===== config.mk =====
export PLATFORM = sky130hd
export DESIGN_NAME = phy_bitser_wr
export DESIGN_NICKNAME = d
export VERILOG_FILES = /design/src/rtl/phy_bitser_pkg.sv /design/src/rtl/bitser_seq.sv /design/src/rtl/bitser_field.sv /design/src/rtl/bitser_bus.sv /design/src/rtl/phy_bitser_wr.sv
export SDC_FILE = /design/constraint.sdc
export NUM_CORES = 1
export LEC_CHECK = 0
export ABC_AREA = 1
export BUFFER_PORTS_ARGS = -buffer_cell sky130_fd_sc_hd__clkbuf_2
export CAP_MARGIN = 20
export CORE_AREA = 4 4 87 89
export DETAILED_ROUTE_END_ITERATION = 8
export DIE_AREA = 0 0 91 93
export PLACE_DENSITY = 0.81
export SLEW_MARGIN = 0
export SYNTH_ARGS = -nofsm -noshare
export SYNTH_HDL_FRONTEND = slang
export SYNTH_HIERARCHICAL = 1
export SYNTH_SLANG_ARGS = --single-unit

===== constraint.sdc =====
create_clock -name clk -period 2.1 [get_ports clk]
set_input_delay 0.21 -clock clk [delete_from_list [all_inputs] [get_ports clk]]
set_output_delay 0.21 -clock clk [all_outputs]
set_load 0.02 [all_outputs]

===== src/rtl/phy_bitser_pkg.sv =====
// Shared types for the bit-serial PHY register write engine.
// Assumes nothing beyond IEEE 1800-2017 enums.
package phy_bitser_pkg;

    // Sequencer phase: idle, class-B zero pre-write, and the three cycles of
    // one read-modify-write step, then the completion cycle.
    typedef enum logic [2:0] {
        S_IDLE = 3'd0,
        S_ZERO = 3'd1,
        S_RD   = 3'd2,
        S_CAP  = 3'd3,
        S_WR   = 3'd4,
        S_FIN  = 3'd5
    } seq_state_t;

    // Which field a read-modify-write step rewrites, in issue order.
    typedef enum logic [1:0] {
        K_ADDR = 2'd0,
        K_DATA = 2'd1,
        K_SET  = 2'd2,
        K_CLR  = 2'd3
    } step_t;

endpackage


===== src/rtl/bitser_seq.sv =====
// Sequencer of the bit-serial write engine. It accepts a job when idle or
// finishing, latches its parameters, and walks the phases
// (zero pre-write, then read/capture/write for each of four steps per bit).
// Assumes the bus answers a read in the next cycle and never stalls.
module bitser_seq
    import phy_bitser_pkg::*;
#(
    parameter int MAX_BITS = 8,
    parameter int BA_W     = 8,
    parameter int N_PHY    = 4,
    localparam int LEN_W   = $clog2(MAX_BITS + 1),
    localparam int CNT_W   = $clog2(MAX_BITS),
    localparam int PHY_W   = $clog2(N_PHY)
) (
    input  logic                clk,
    input  logic                rst_n,
    input  logic                start_i,
    input  logic                var_i,
    input  logic [PHY_W-1:0]    phy_i,
    input  logic [BA_W-1:0]     addr_i,
    input  logic [MAX_BITS-1:0] data_i,
    input  logic [LEN_W-1:0]    len_i,
    output seq_state_t          state_o,
    output step_t               step_o,
    output logic [BA_W-1:0]     cur_addr_o,
    output logic                cur_bit_o,
    output logic [PHY_W-1:0]    phy_o,
    output logic                var_o,
    output logic                busy_o,
    output logic                done_o,
    output logic                rd_o,
    output logic                wr_o
);

    seq_state_t            state_q, state_n;
    step_t                 step_q;
    logic [CNT_W-1:0]      bit_q;
    logic [LEN_W-1:0]      len_q;
    logic [BA_W-1:0]       addr_q;
    logic [MAX_BITS-1:0]   data_q;
    logic [PHY_W-1:0]      phy_q;
    logic                  var_q;
    logic [LEN_W-1:0]      len_eff;
    logic                  accept;
    logic                  last_bit;

    // Clamp the requested length to the supported maximum.
    assign len_eff  = (len_i > LEN_W'(MAX_BITS)) ? LEN_W'(MAX_BITS) : len_i;
    // A job is taken only when no job is in flight.
    assign accept   = start_i && (state_q == S_IDLE || state_q == S_FIN);
    // The current bit is the final one of the job.
    assign last_bit = (LEN_W'(bit_q) == len_q - LEN_W'(1));

    // Next-phase selection.
    always_comb begin
        state_n = state_q;
        case (state_q)
            S_IDLE, S_FIN: begin
                if (accept) begin
                    if (len_eff == '0)  state_n = S_FIN;
                    else if (var_i)     state_n = S_ZERO;
                    else                state_n = S_RD;
                end else begin
                    state_n = S_IDLE;
                end
            end
            S_ZERO:  state_n = S_RD;
            S_RD:    state_n = S_CAP;
            S_CAP:   state_n = S_WR;
            S_WR:    state_n = (step_q == K_CLR && last_bit) ? S_FIN : S_RD;
            default: state_n = S_IDLE;
        endcase
    end

    // Phase register.
    always_ff @(posedge clk) begin
        if (!rst_n) state_q <= S_IDLE;
        else        state_q <= state_n;
    end

    // Job parameter latches, loaded only on an accepted start.
    always_ff @(posedge clk) begin
        if (!rst_n) begin
            len_q  <= '0;
            addr_q <= '0;
            data_q <= '0;
            phy_q  <= '0;
            var_q  <= 1'b0;
        end else if (accept) begin
            len_q  <= len_eff;
            addr_q <= addr_i;
            data_q <= data_i;
            phy_q  <= phy_i;
            var_q  <= var_i;
        end
    end

    // Step and bit counters, advanced after each write of a step.
    always_ff @(posedge clk) begin
        if (!rst_n) begin
            step_q <= K_ADDR;
            bit_q  <= '0;
        end else if (accept) begin
            step_q <= K_ADDR;
            bit_q  <= '0;
        end else if (state_q == S_WR) begin
            if (step_q == K_CLR) begin
                step_q <= K_ADDR;
                bit_q  <= bit_q + CNT_W'(1);
            end else begin
                step_q <= step_t'(step_q + 2'd1);
            end
        end
    end

    // Outputs toward the field builder and the bus port.
    assign state_o    = state_q;
    assign step_o     = step_q;
    assign cur_addr_o = addr_q + BA_W'(bit_q);
    assign cur_bit_o  = data_q[bit_q];
    assign phy_o      = phy_q;
    assign var_o      = var_q;
    assign busy_o     = (state_q == S_ZERO) || (state_q == S_RD) ||
                        (state_q == S_CAP)  || (state_q == S_WR);
    assign done_o     = (state_q == S_FIN);
    assign rd_o       = (state_q == S_RD);
    assign wr_o       = (state_q == S_WR) || (state_q == S_ZERO);

    // read and write strobes are exclusive.
    p_rw_excl_r10: assert property (@(posedge clk) disable iff (!rst_n)
        !(rd_o && wr_o));

    // the cycle after a read carries no access.
    p_rd_quiet_r10: assert property (@(posedge clk) disable iff (!rst_n)
        rd_o |=> (!rd_o && !wr_o));

    // completion is never flagged while busy.
    p_done_idle_r9: assert property (@(posedge clk) disable iff (!rst_n)
        done_o |-> !busy_o);

    // an empty job completes in the next cycle.
    p_zero_len_r6: assert property (@(posedge clk) disable iff (!rst_n)
        (accept && len_eff == '0) |=> (done_o && !busy_o));

    // a start during a job leaves the latched job untouched.
    p_busy_ignore_r8: assert property (@(posedge clk) disable iff (!rst_n)
        (start_i && busy_o) |=> ($stable(addr_q) && $stable(data_q) &&
                                 $stable(len_q) && $stable(phy_q) &&
                                 $stable(var_q)));

endmodule


===== src/rtl/bitser_field.sv =====
// Field builder: forms the write word of the current step from the word
// captured by the preceding read, touching only that step's field.
// Assumes the strobe bits 2*n of all PHYs fit inside the control word.
module bitser_field
    import phy_bitser_pkg::*;
#(
    parameter int CTRL_W   = 32,
    parameter int BA_W     = 8,
    parameter int ADDR_LSB = 8,
    parameter int DATA_POS = 7,
    parameter int N_PHY    = 4,
    localparam int PHY_W   = $clog2(N_PHY)
) (
    input  logic [CTRL_W-1:0] cap_i,
    input  step_t             step_i,
    input  logic [BA_W-1:0]   addr_i,
    input  logic              bit_i,
    input  logic [PHY_W-1:0]  phy_i,
    input  logic              zero_i,
    output logic [CTRL_W-1:0] wdata_o
);

    localparam logic [CTRL_W-1:0] AMASK =
        ((CTRL_W'(1) << BA_W) - CTRL_W'(1)) << ADDR_LSB;

    logic [N_PHY-1:0]  phy_hit;
    logic [CTRL_W-1:0] stb_mask;

    // One decode line per PHY index.
    for (genvar g = 0; g < N_PHY; g++) begin : g_hit
        assign phy_hit[g] = (phy_i == PHY_W'(g));
    end

    // Strobe mask: bit 2*n for the selected PHY n.
    always_comb begin
        stb_mask = '0;
        for (int g = 0; g < N_PHY; g++) stb_mask[2*g] = phy_hit[g];
    end

    // Merge the step's field into the captured word.
    always_comb begin
        wdata_o = cap_i;
        if (zero_i) begin
            wdata_o = '0;
        end else begin
            case (step_i)
                K_ADDR:  wdata_o = (cap_i & ~AMASK) |
                                   (CTRL_W'(addr_i) << ADDR_LSB);
                K_DATA:  wdata_o[DATA_POS] = bit_i;
                K_SET:   wdata_o = cap_i | stb_mask;
                K_CLR:   wdata_o = cap_i & ~stb_mask;
                default: wdata_o = cap_i;
            endcase
        end
    end

endmodule


===== src/rtl/bitser_bus.sv =====
// Bus-side helper: selects the control-register offset of the job's variant
// and captures read data in the cycle after the read strobe.
// Assumes read data is valid exactly one cycle after the read strobe.
module bitser_bus
    import phy_bitser_pkg::*;
#(
    parameter int                 CTRL_W = 32,
    parameter int                 BUS_AW = 8,
    parameter logic [BUS_AW-1:0]  OFS_A  = 8'h04,
    parameter logic [BUS_AW-1:0]  OFS_B  = 8'h10
) (
    input  logic              clk,
    input  logic              rst_n,
    input  seq_state_t        state_i,
    input  logic              var_i,
    input  logic              busy_i,
    input  logic [CTRL_W-1:0] rdata_i,
    output logic [CTRL_W-1:0] cap_o,
    output logic [BUS_AW-1:0] addr_o
);

    logic [CTRL_W-1:0] cap_q;

    // Hold the read word for the write that follows it.
    always_ff @(posedge clk) begin
        if (!rst_n)                 cap_q <= '0;
        else if (state_i == S_CAP)  cap_q <= rdata_i;
    end

    assign cap_o  = cap_q;
    assign addr_o = var_i ? OFS_B : OFS_A;

    // the offset does not move while a job runs.
    p_addr_hold_r5: assert property (@(posedge clk) disable iff (!rst_n)
        (busy_i && $past(busy_i)) |-> $stable(addr_o));

endmodule


===== src/rtl/phy_bitser_wr.sv =====
// Top of the bit-serial PHY register write engine. It ties the sequencer,
// the field builder and the bus helper to a single-cycle register port.
// Assumes one master owns the control register for the duration of a job.
module phy_bitser_wr
    import phy_bitser_pkg::*;
#(
    parameter int                MAX_BITS = 8,
    parameter int                BA_W     = 8,
    parameter int                N_PHY    = 4,
    parameter int                CTRL_W   = 32,
    parameter int                BUS_AW   = 8,
    parameter int                ADDR_LSB = 8,
    parameter int                DATA_POS = 7,
    parameter logic [BUS_AW-1:0] OFS_A    = 8'h04,
    parameter logic [BUS_AW-1:0] OFS_B    = 8'h10,
    localparam int LEN_W = $clog2(MAX_BITS + 1),
    localparam int PHY_W = $clog2(N_PHY)
) (
    input  logic                clk,
    input  logic                rst_n,
    input  logic                start_i,
    input  logic                variant_i,
    input  logic [PHY_W-1:0]    phy_sel_i,
    input  logic [BA_W-1:0]     bit_addr_i,
    input  logic [MAX_BITS-1:0] data_i,
    input  logic [LEN_W-1:0]    len_i,
    output logic [BUS_AW-1:0]   bus_addr_o,
    output logic                bus_rd_o,
    output logic                bus_wr_o,
    output logic [CTRL_W-1:0]   bus_wdata_o,
    input  logic [CTRL_W-1:0]   bus_rdata_i,
    output logic                busy_o,
    output logic                done_o
);

    seq_state_t        state;
    step_t             step;
    logic [BA_W-1:0]   cur_addr;
    logic              cur_bit;
    logic [PHY_W-1:0]  phy;
    logic              var_sel;
    logic [CTRL_W-1:0] cap;

    bitser_seq #(
        .MAX_BITS (MAX_BITS),
        .BA_W     (BA_W),
        .N_PHY    (N_PHY)
    ) u_seq (
        .clk        (clk),
        .rst_n      (rst_n),
        .start_i    (start_i),
        .var_i      (variant_i),
        .phy_i      (phy_sel_i),
        .addr_i     (bit_addr_i),
        .data_i     (data_i),
        .len_i      (len_i),
        .state_o    (state),
        .step_o     (step),
        .cur_addr_o (cur_addr),
        .cur_bit_o  (cur_bit),
        .phy_o      (phy),
        .var_o      (var_sel),
        .busy_o     (busy_o),
        .done_o     (done_o),
        .rd_o       (bus_rd_o),
        .wr_o       (bus_wr_o)
    );

    bitser_bus #(
        .CTRL_W (CTRL_W),
        .BUS_AW (BUS_AW),
        .OFS_A  (OFS_A),
        .OFS_B  (OFS_B)
    ) u_bus (
        .clk     (clk),
        .rst_n   (rst_n),
        .state_i (state),
        .var_i   (var_sel),
        .busy_i  (busy_o),
        .rdata_i (bus_rdata_i),
        .cap_o   (cap),
        .addr_o  (bus_addr_o)
    );

    bitser_field #(
        .CTRL_W   (CTRL_W),
        .BA_W     (BA_W),
        .ADDR_LSB (ADDR_LSB),
        .DATA_POS (DATA_POS),
        .N_PHY    (N_PHY)
    ) u_field (
        .cap_i   (cap),
        .step_i  (step),
        .addr_i  (cur_addr),
        .bit_i   (cur_bit),
        .phy_i   (phy),
        .zero_i  (state == S_ZERO),
        .wdata_o (bus_wdata_o)
    );

    // reset leaves the port quiet.
    p_reset_quiet_r1: assert property (@(posedge clk)
        !rst_n |=> (!busy_o && !done_o && !bus_rd_o && !bus_wr_o));

    // completion lasts one cycle unless a new empty job is taken.
    p_done_pulse_r9: assert property (@(posedge clk) disable iff (!rst_n)
        (done_o && !start_i) |=> !done_o);

endmodule


==> results of run 1 <==
## registers in the layout, indices dropped and copies added (netlist names)
register,count
u_bus/cap_o,32
u_seq/addr_q,8
u_seq/data_q,8
u_seq/len_q,4
u_seq/bit_q,3
u_seq/state_o,3
u_seq/phy_o,2
u_seq/step_o,2
u_seq/var_o,1
## metrics by stage
stage | hold WS, ns | TNS [ns] | util [%] | setup WS, ns | instance area (µm²)
4_1_cts | 0.0802 | -0.0593 | 62.6 | -0.0538 | 4230
3_3_place_gp | 0.431 | 0 | 57.6 | 0.0679 | 3890
2_1_floorplan | 0.321 | 0 | - | 0.0634 | 3450
3_5_place_dp | 0.440 | 0 | 57.6 | 0.0387 | 3890
5_1_grt | 0.0935 | -0.652 | 63.4 | -0.202 | 4280
6_report | 0.0904 | -0.204 | 63.4 | -0.0848 | 4280
## synth_stat cells, drive strengths merged
cell type | n | share of area [%]
nand4 | 3 | 0.55
nand2 | 116 | 13
clkbuf | 4 | 0.58
buf | 21 | 4.5
nor2 | 163 | 18
conb | 1 | 0.11
nand3b | 1 | 0.22
dfxtp | 63 | 37
inv | 88 | 9.8
xnor2 | 4 | 1.0
and3 | 1 | 0.18
nand3 | 24 | 3.9
o21ai | 36 | 5.4
a211oi | 1 | 0.22
o22ai | 2 | 0.36
xor2 | 4 | 1.0
fa | 1 | 0.58
ha | 6 | 2.2
a21oi | 11 | 1.6
## report_power, final
| part | total [W] | switching, W | internal [W] |
|---|---|---|---|
| combinational | 0.000731 | 0.000469 | 0.000261 |
| sequential | 0.00138 | 0.0000852 | 0.00130 |
| clock | 0.00120 | 0.000441 | 0.000757 |
## worst min path at each step
stage                      end            start  cells past startpoint
5_1_grt         u_bus/cap_o[3]   bus_rdata_i[3]                      3
4_1_cts         u_bus/cap_o[1]   bus_rdata_i[1]                      3
3_5_place_dp    u_bus/cap_o[5]   bus_rdata_i[5]                      3
6_report        u_bus/cap_o[1]   bus_rdata_i[1]                      3
2_1_floorplan  u_seq/addr_q[1]            rst_n                      2
3_3_place_gp   u_bus/cap_o[24]  bus_rdata_i[24]                      3
## metal layers
layer  share of wire (%)  up-vias  global-route usage [%]
met5                   0        -                       0
met4                 2.2        0                    8.04
met3                 7.5       17                    5.07
met2                  49      135                    33.4
met1                  42     1522                    24.7
li1                    -     1828                       -
## layout make-up
class                      instances  share of cell area, %
multi-input combinational        379                   41.1
inverter                          88                   7.97
clock inverter                     3                   1.52
tap                               80                   2.34
sequential                        63                   29.7
clock buffer                      12                   3.86
timing repair buffer             107                   13.6
## worst max-delay path, stage by stage, from the launching register on
cell and delay [ns]:
dfxtp_4 0.36, ha_4 0.14, inv_2 0.04, fa_2 0.34, buf_4 0.14, buf_4 0.13, xnor2_2 0.13, nor2_1 0.07
nor2_1 0.13, buf_4 0.16
## cell families after synthesis
group | synth area share, %
buf+inv | 14.9
xor+xnor | 2.04
simple gates | 35.9
fa+ha+maj | 2.77
other cells | 0.109
flops | 36.7
compound gates | 7.54
## timing repair
action | CTS | global route
setup endpoints to repair | 4 | 6
pin swaps | 13 | 14
setup buffers | 3 | 4
resized for setup | 22 | 13
==> results.sh, run 1 <==
export IMPL_dp_hpwl_um=6010
export IMPL_antenna_found_initial=0
export IMPL_die_w_um=91
export IMPL_hold_viol=0
export IMPL_drv_slew=0
export IMPL_r2r_start="u_seq/step_o[0]"
export IMPL_first_pass_iters=5
export IMPL_vias_per_cell=4.78
export IMPL_drc_errors=0
export IMPL_clk_pin_slew_ns=0.07
export IMPL_max_vdd_ir_drop_uv=477
export IMPL_drt_total_wl_um=8410
export IMPL_grt_max_degree=65
export IMPL_fin_cells=732
export IMPL_layout_commonest_cell="nor2_1"
export IMPL_cp_arrival_ns=1.97
export IMPL_yosysWarnings=6
export IMPL_min_period_ns=2.18
export IMPL_syn_avg_cell_area_um2=6.25
export IMPL_ant_nets=0
export IMPL_post_route_period_util_pct=104
export IMPL_startpoint_type="register"
export IMPL_grt_overflow=0
export IMPL_grt_use_total_pct=20.0
export IMPL_clk_latency_ns=0.33
export IMPL_ff_latch_area_um2=1270
export IMPL_relSlewSlack_pct=60.9
export IMPL_powerDensity_nw_per_um2=773
export IMPL_p_leak_nw=2.29
export IMPL_die_h_um=93
export IMPL_critPathCaptureType="output pin"
export IMPL_drive_gt1_share_pct=23.2
export IMPL_grt_pass1_wl_um=14000
export IMPL_dieArea_um2=8460
export IMPL_cp_max_fo=2
export IMPL_critical_path_required_ns=1.89
export IMPL_violations="setup timing"
export IMPL_nNetsFinal=713
export IMPL_layout_common_cells="nor2_1 (159), nand2_1 (113), clkbuf_2 (90), inv_1 (82), dfxtp_1 (59)"
export IMPL_tritoncts="built"
export IMPL_gp_congestion=0.882
export IMPL_crit_path_start="u_seq/bit_q[0]"
export IMPL_n_fill_cell=609
export IMPL_rows=30
export IMPL_cts_hold_buffers_added=0
export IMPL_antenna_cells=0
export IMPL_fmax_mhz=458
export IMPL_layout_setup_ws_ns=-0.0848
export IMPL_tightest_slew_ns=0.587
export IMPL_setup_violations_final=3
export IMPL_status="complete, but fails checks"
export IMPL_cts_sinks=63
export IMPL_r2r_end="u_seq/state_o[2]"
export IMPL_port_buffer_count=95
export IMPL_vias=3502
export IMPL_wl_per_cell_um=11.5
export IMPL_ff2ff_setup_slack_ns=0.39
export IMPL_clock_root_buffer="clkbuf_8"
export IMPL_cts_inserted_buffers=9
export IMPL_syn_inst=550
export IMPL_htreeDepth=3
export IMPL_coreArea_um2=6760
export IMPL_placed_cells=710
export IMPL_cap_violations=0
export IMPL_ios=102
export IMPL_totalPowerFinal_w=0.00331
export IMPL_multiInputGateArea_um2=1760
export IMPL_r2r_cells=7
export IMPL_ys_seq_area_share_pct=36.7
export IMPL_fin_skew_ns=0.00525
export IMPL_grt_setup_unrepaired="true"
export IMPL_ys_types=33
export IMPL_critPathCapture="bus_wdata_o[10]"
export IMPL_ys_ff_latch=63
export IMPL_min_path_type="in2reg"
export IMPL_first_global_vias=3222
export IMPL_cts_buffer_depth=2
export IMPL_start_util_pct=50.9
export IMPL_critical_path_class="reg2out"
export IMPL_drtIter0Drc=239
export IMPL_netlist_area_um2=3440
export IMPL_areaGrowthSynthToFinish_pct=24.7
No activity file was read; power rests on OpenSTA's default activity.
==> inputs of run 2 (changes only) <==
--- a/config.mk
+++ b/config.mk
@@ -6,12 +6,13 @@
 export NUM_CORES = 1
 export LEC_CHECK = 0
 export ABC_AREA = 1
-export BUFFER_PORTS_ARGS = -buffer_cell sky130_fd_sc_hd__clkbuf_2
 export CAP_MARGIN = 20
-export CORE_AREA = 4 4 87 89
+export CORE_AREA = 4 4 79 81
 export DETAILED_ROUTE_END_ITERATION = 8
-export DIE_AREA = 0 0 91 93
+export DIE_AREA = 0 0 83 85
+export DONT_BUFFER_PORTS = 1
 export PLACE_DENSITY = 0.81
+export SKIP_CTS_REPAIR_TIMING = 1
 export SLEW_MARGIN = 0
 export SYNTH_ARGS = -nofsm -noshare
 export SYNTH_HDL_FRONTEND = slang
==> results.sh, run 2 (same netlist as run 1, synthesis figures left out) <==
export IMPL_p_int_w=0.00223
export IMPL_drive_gt1_share_pct=9.98
export IMPL_switching_share_pct=30.7
export IMPL_seqPwrFrac_pct=43.0
export IMPL_hold_viol=2
export IMPL_grt_overflow=0
export IMPL_fin_skew_ns=0.00649
export IMPL_fin_cells=633
export IMPL_p_leak_nw=1.89
export IMPL_startpoint_type="register"
export IMPL_grt_setup_unrepaired="true"
export IMPL_r2r_cells=6
export IMPL_cts_inserted_buffers=9
export IMPL_tightest_slew_ns=0.786
export IMPL_cts_buffer_depth=2
export IMPL_slowest_stage="fa_2"
export IMPL_dp_hpwl_um=5350
export IMPL_crit_chain="ha_4, inv_2, fa_2, o21ai_4, nand2_2, xnor2_1, nor2_1, nor2_1, buf_4"
export IMPL_nNetsFinal=621
export IMPL_layout_common_cells="nor2_1 (152), nand2_1 (112), inv_1 (83), dfxtp_1 (60), o21ai_0 (33)"
export IMPL_holdWs_ns=-0.00407
export IMPL_drv_slew=0
export IMPL_htreeDepth=3
export IMPL_drtIter0Drc=175
export IMPL_layout_commonest_cell="nor2_1"
export IMPL_placed_cells=609
export IMPL_vias_per_cell=5.04
export IMPL_grt_max_degree=65
export IMPL_antenna_found_initial=0
export IMPL_first_global_vias=2922
export IMPL_min_path_type="in2reg"
export IMPL_ff2ff_setup_slack_ns=0.46
export IMPL_clock_root_buffer="clkbuf_8"
export IMPL_grt_use_total_pct=21.5
export IMPL_clk_pin_slew_ns=0.06
export IMPL_crit_cells=9
export IMPL_clk_latency_ns=0.34
export IMPL_start_util_pct=62.8
export IMPL_gp_congestion=0.851
export IMPL_max_vdd_ir_drop_uv=650
export IMPL_vias=3192
export IMPL_p_sw_w=0.000986
export IMPL_die_h_um=85
export IMPL_critical_path_class="reg2out"
export IMPL_hold_start="rst_n"
export IMPL_rows=27
export IMPL_drt_total_wl_um=8230
export IMPL_cp_max_fo=2
export IMPL_port_buffer_count=0
export IMPL_critical_path_top_delay_family="adder cells"
export IMPL_violations="hold timing, setup timing"
export IMPL_die_w_um=83
export IMPL_p_clk_share_pct=36.8
export IMPL_whs_path_depth=2
export IMPL_first_pass_iters=4
export IMPL_worst_path_buf_inv=2
export IMPL_dieArea_um2=7060
export IMPL_cap_violations=0
export IMPL_relSlewSlack_pct=47.4
export IMPL_combinationalPowerShare_pct=20.2
export IMPL_critical_path_required_ns=1.89
export IMPL_critPathMaxStageDelay_ns=0.38
export IMPL_tritoncts="built"
export IMPL_ios=102
export IMPL_areaGrowthSynthToFinish_pct=11.6
export IMPL_setup_violations_final=2
export IMPL_path_common_cell="nor2_1"
export IMPL_ant_nets=0
export IMPL_r2r_start="u_seq/state_o[2]"
export IMPL_min_period_ns=2.17
export IMPL_layout_setup_ws_ns=-0.0729
export IMPL_n_fill_cell=486
export IMPL_r2r_end="u_seq/bit_q[0]"
export IMPL_critPathCaptureType="output pin"
export IMPL_grt_pass1_wl_um=12600
export IMPL_fmax_mhz=460
export IMPL_coreArea_um2=5470
export IMPL_status="complete, but fails checks"
export IMPL_antenna_cells=0
export IMPL_cts_sinks=63
export IMPL_post_route_period_util_pct=103
export IMPL_powerDensity_nw_per_um2=838
export IMPL_drc_errors=0
export IMPL_hold_path_end="u_bus/cap_o[29]"
export IMPL_cp_arrival_ns=1.96
export IMPL_wl_per_cell_um=13.0
export IMPL_largest_register_ff_count=32
[run 2: cell count changes in the layout (fill, tap and decap cells not counted), moves of 2 or more]
cell,change
dlygate4sd3_1,+6
nor2_1,-7
o21ai_1,-2
nor2_4,+3
clkbuf_2,-90
nor2_2,+5
buf_4,-9
o21ai_0,+2
clkbuf_1,+2
[run 2: metrics by stage]
step	TNS [ns]	worst slack, ns	total power [W]	utilization [%]	instance area [µm²]
floorplan	0	0.0634	0.00192	-	3450
global placement	0	0.106	0.00197	62.6	3420
detailed placement	0	0.0404	0.00199	62.6	3420
CTS	-2.50	-0.349	0.00318	66.6	3650
global route	-0.531	-0.196	0.00340	70.1	3830
finish	-0.103	-0.0729	0.00321	70.1	3830
[run 2: routing by layer]
metal	wire, µm	share of wire [%]	vias up	global-route usage, %
met2	3750	46	113	34.5
met1	3680	45	1412	26.8
li1	-	-	1652	-
met5	0	0	-	0
met3	615	7.5	15	7.18
met4	175	2.1	0	8.47
[run 2: worst max path at each step]
stage | startpoint | slack (ns) | to
finish | u_seq/addr_q[0] | -0.07 | bus_wdata_o[14]
global route | u_seq/addr_q[0] | -0.20 | bus_wdata_o[14]
CTS | u_seq/bit_q[0] | -0.35 | bus_wdata_o[14]
detailed placement | u_seq/bit_q[0] | 0.04 | bus_wdata_o[14]
global placement | u_seq/bit_q[0] | 0.11 | bus_wdata_o[14]
floorplan | u_seq/bit_q[1] | 0.06 | bus_wdata_o[14]
[run 2: final cells by class]
cell class	count	area, µm²	area share, %
clock buffer	13	159	4.14
clock inverter	3	65.1	1.70
inverter	88	338	8.81
multi-input combinational	380	1790	46.7
sequential	63	1270	33.1
tap	72	90.1	2.35
timing repair buffer	14	124	3.23
[run 2: power by group through the flow]
stage / Sequential [W] / Clock (W) / Combinational [W]
after floorplan: 0.00138 / 0 / 0.000537
after global placement: 0.00140 / 0 / 0.000575
after detailed placement: 0.00140 / 0 / 0.000591
after CTS: 0.00137 / 0.00121 / 0.000595
after global routing: 0.00139 / 0.00127 / 0.000736
final: 0.00138 / 0.00118 / 0.000649
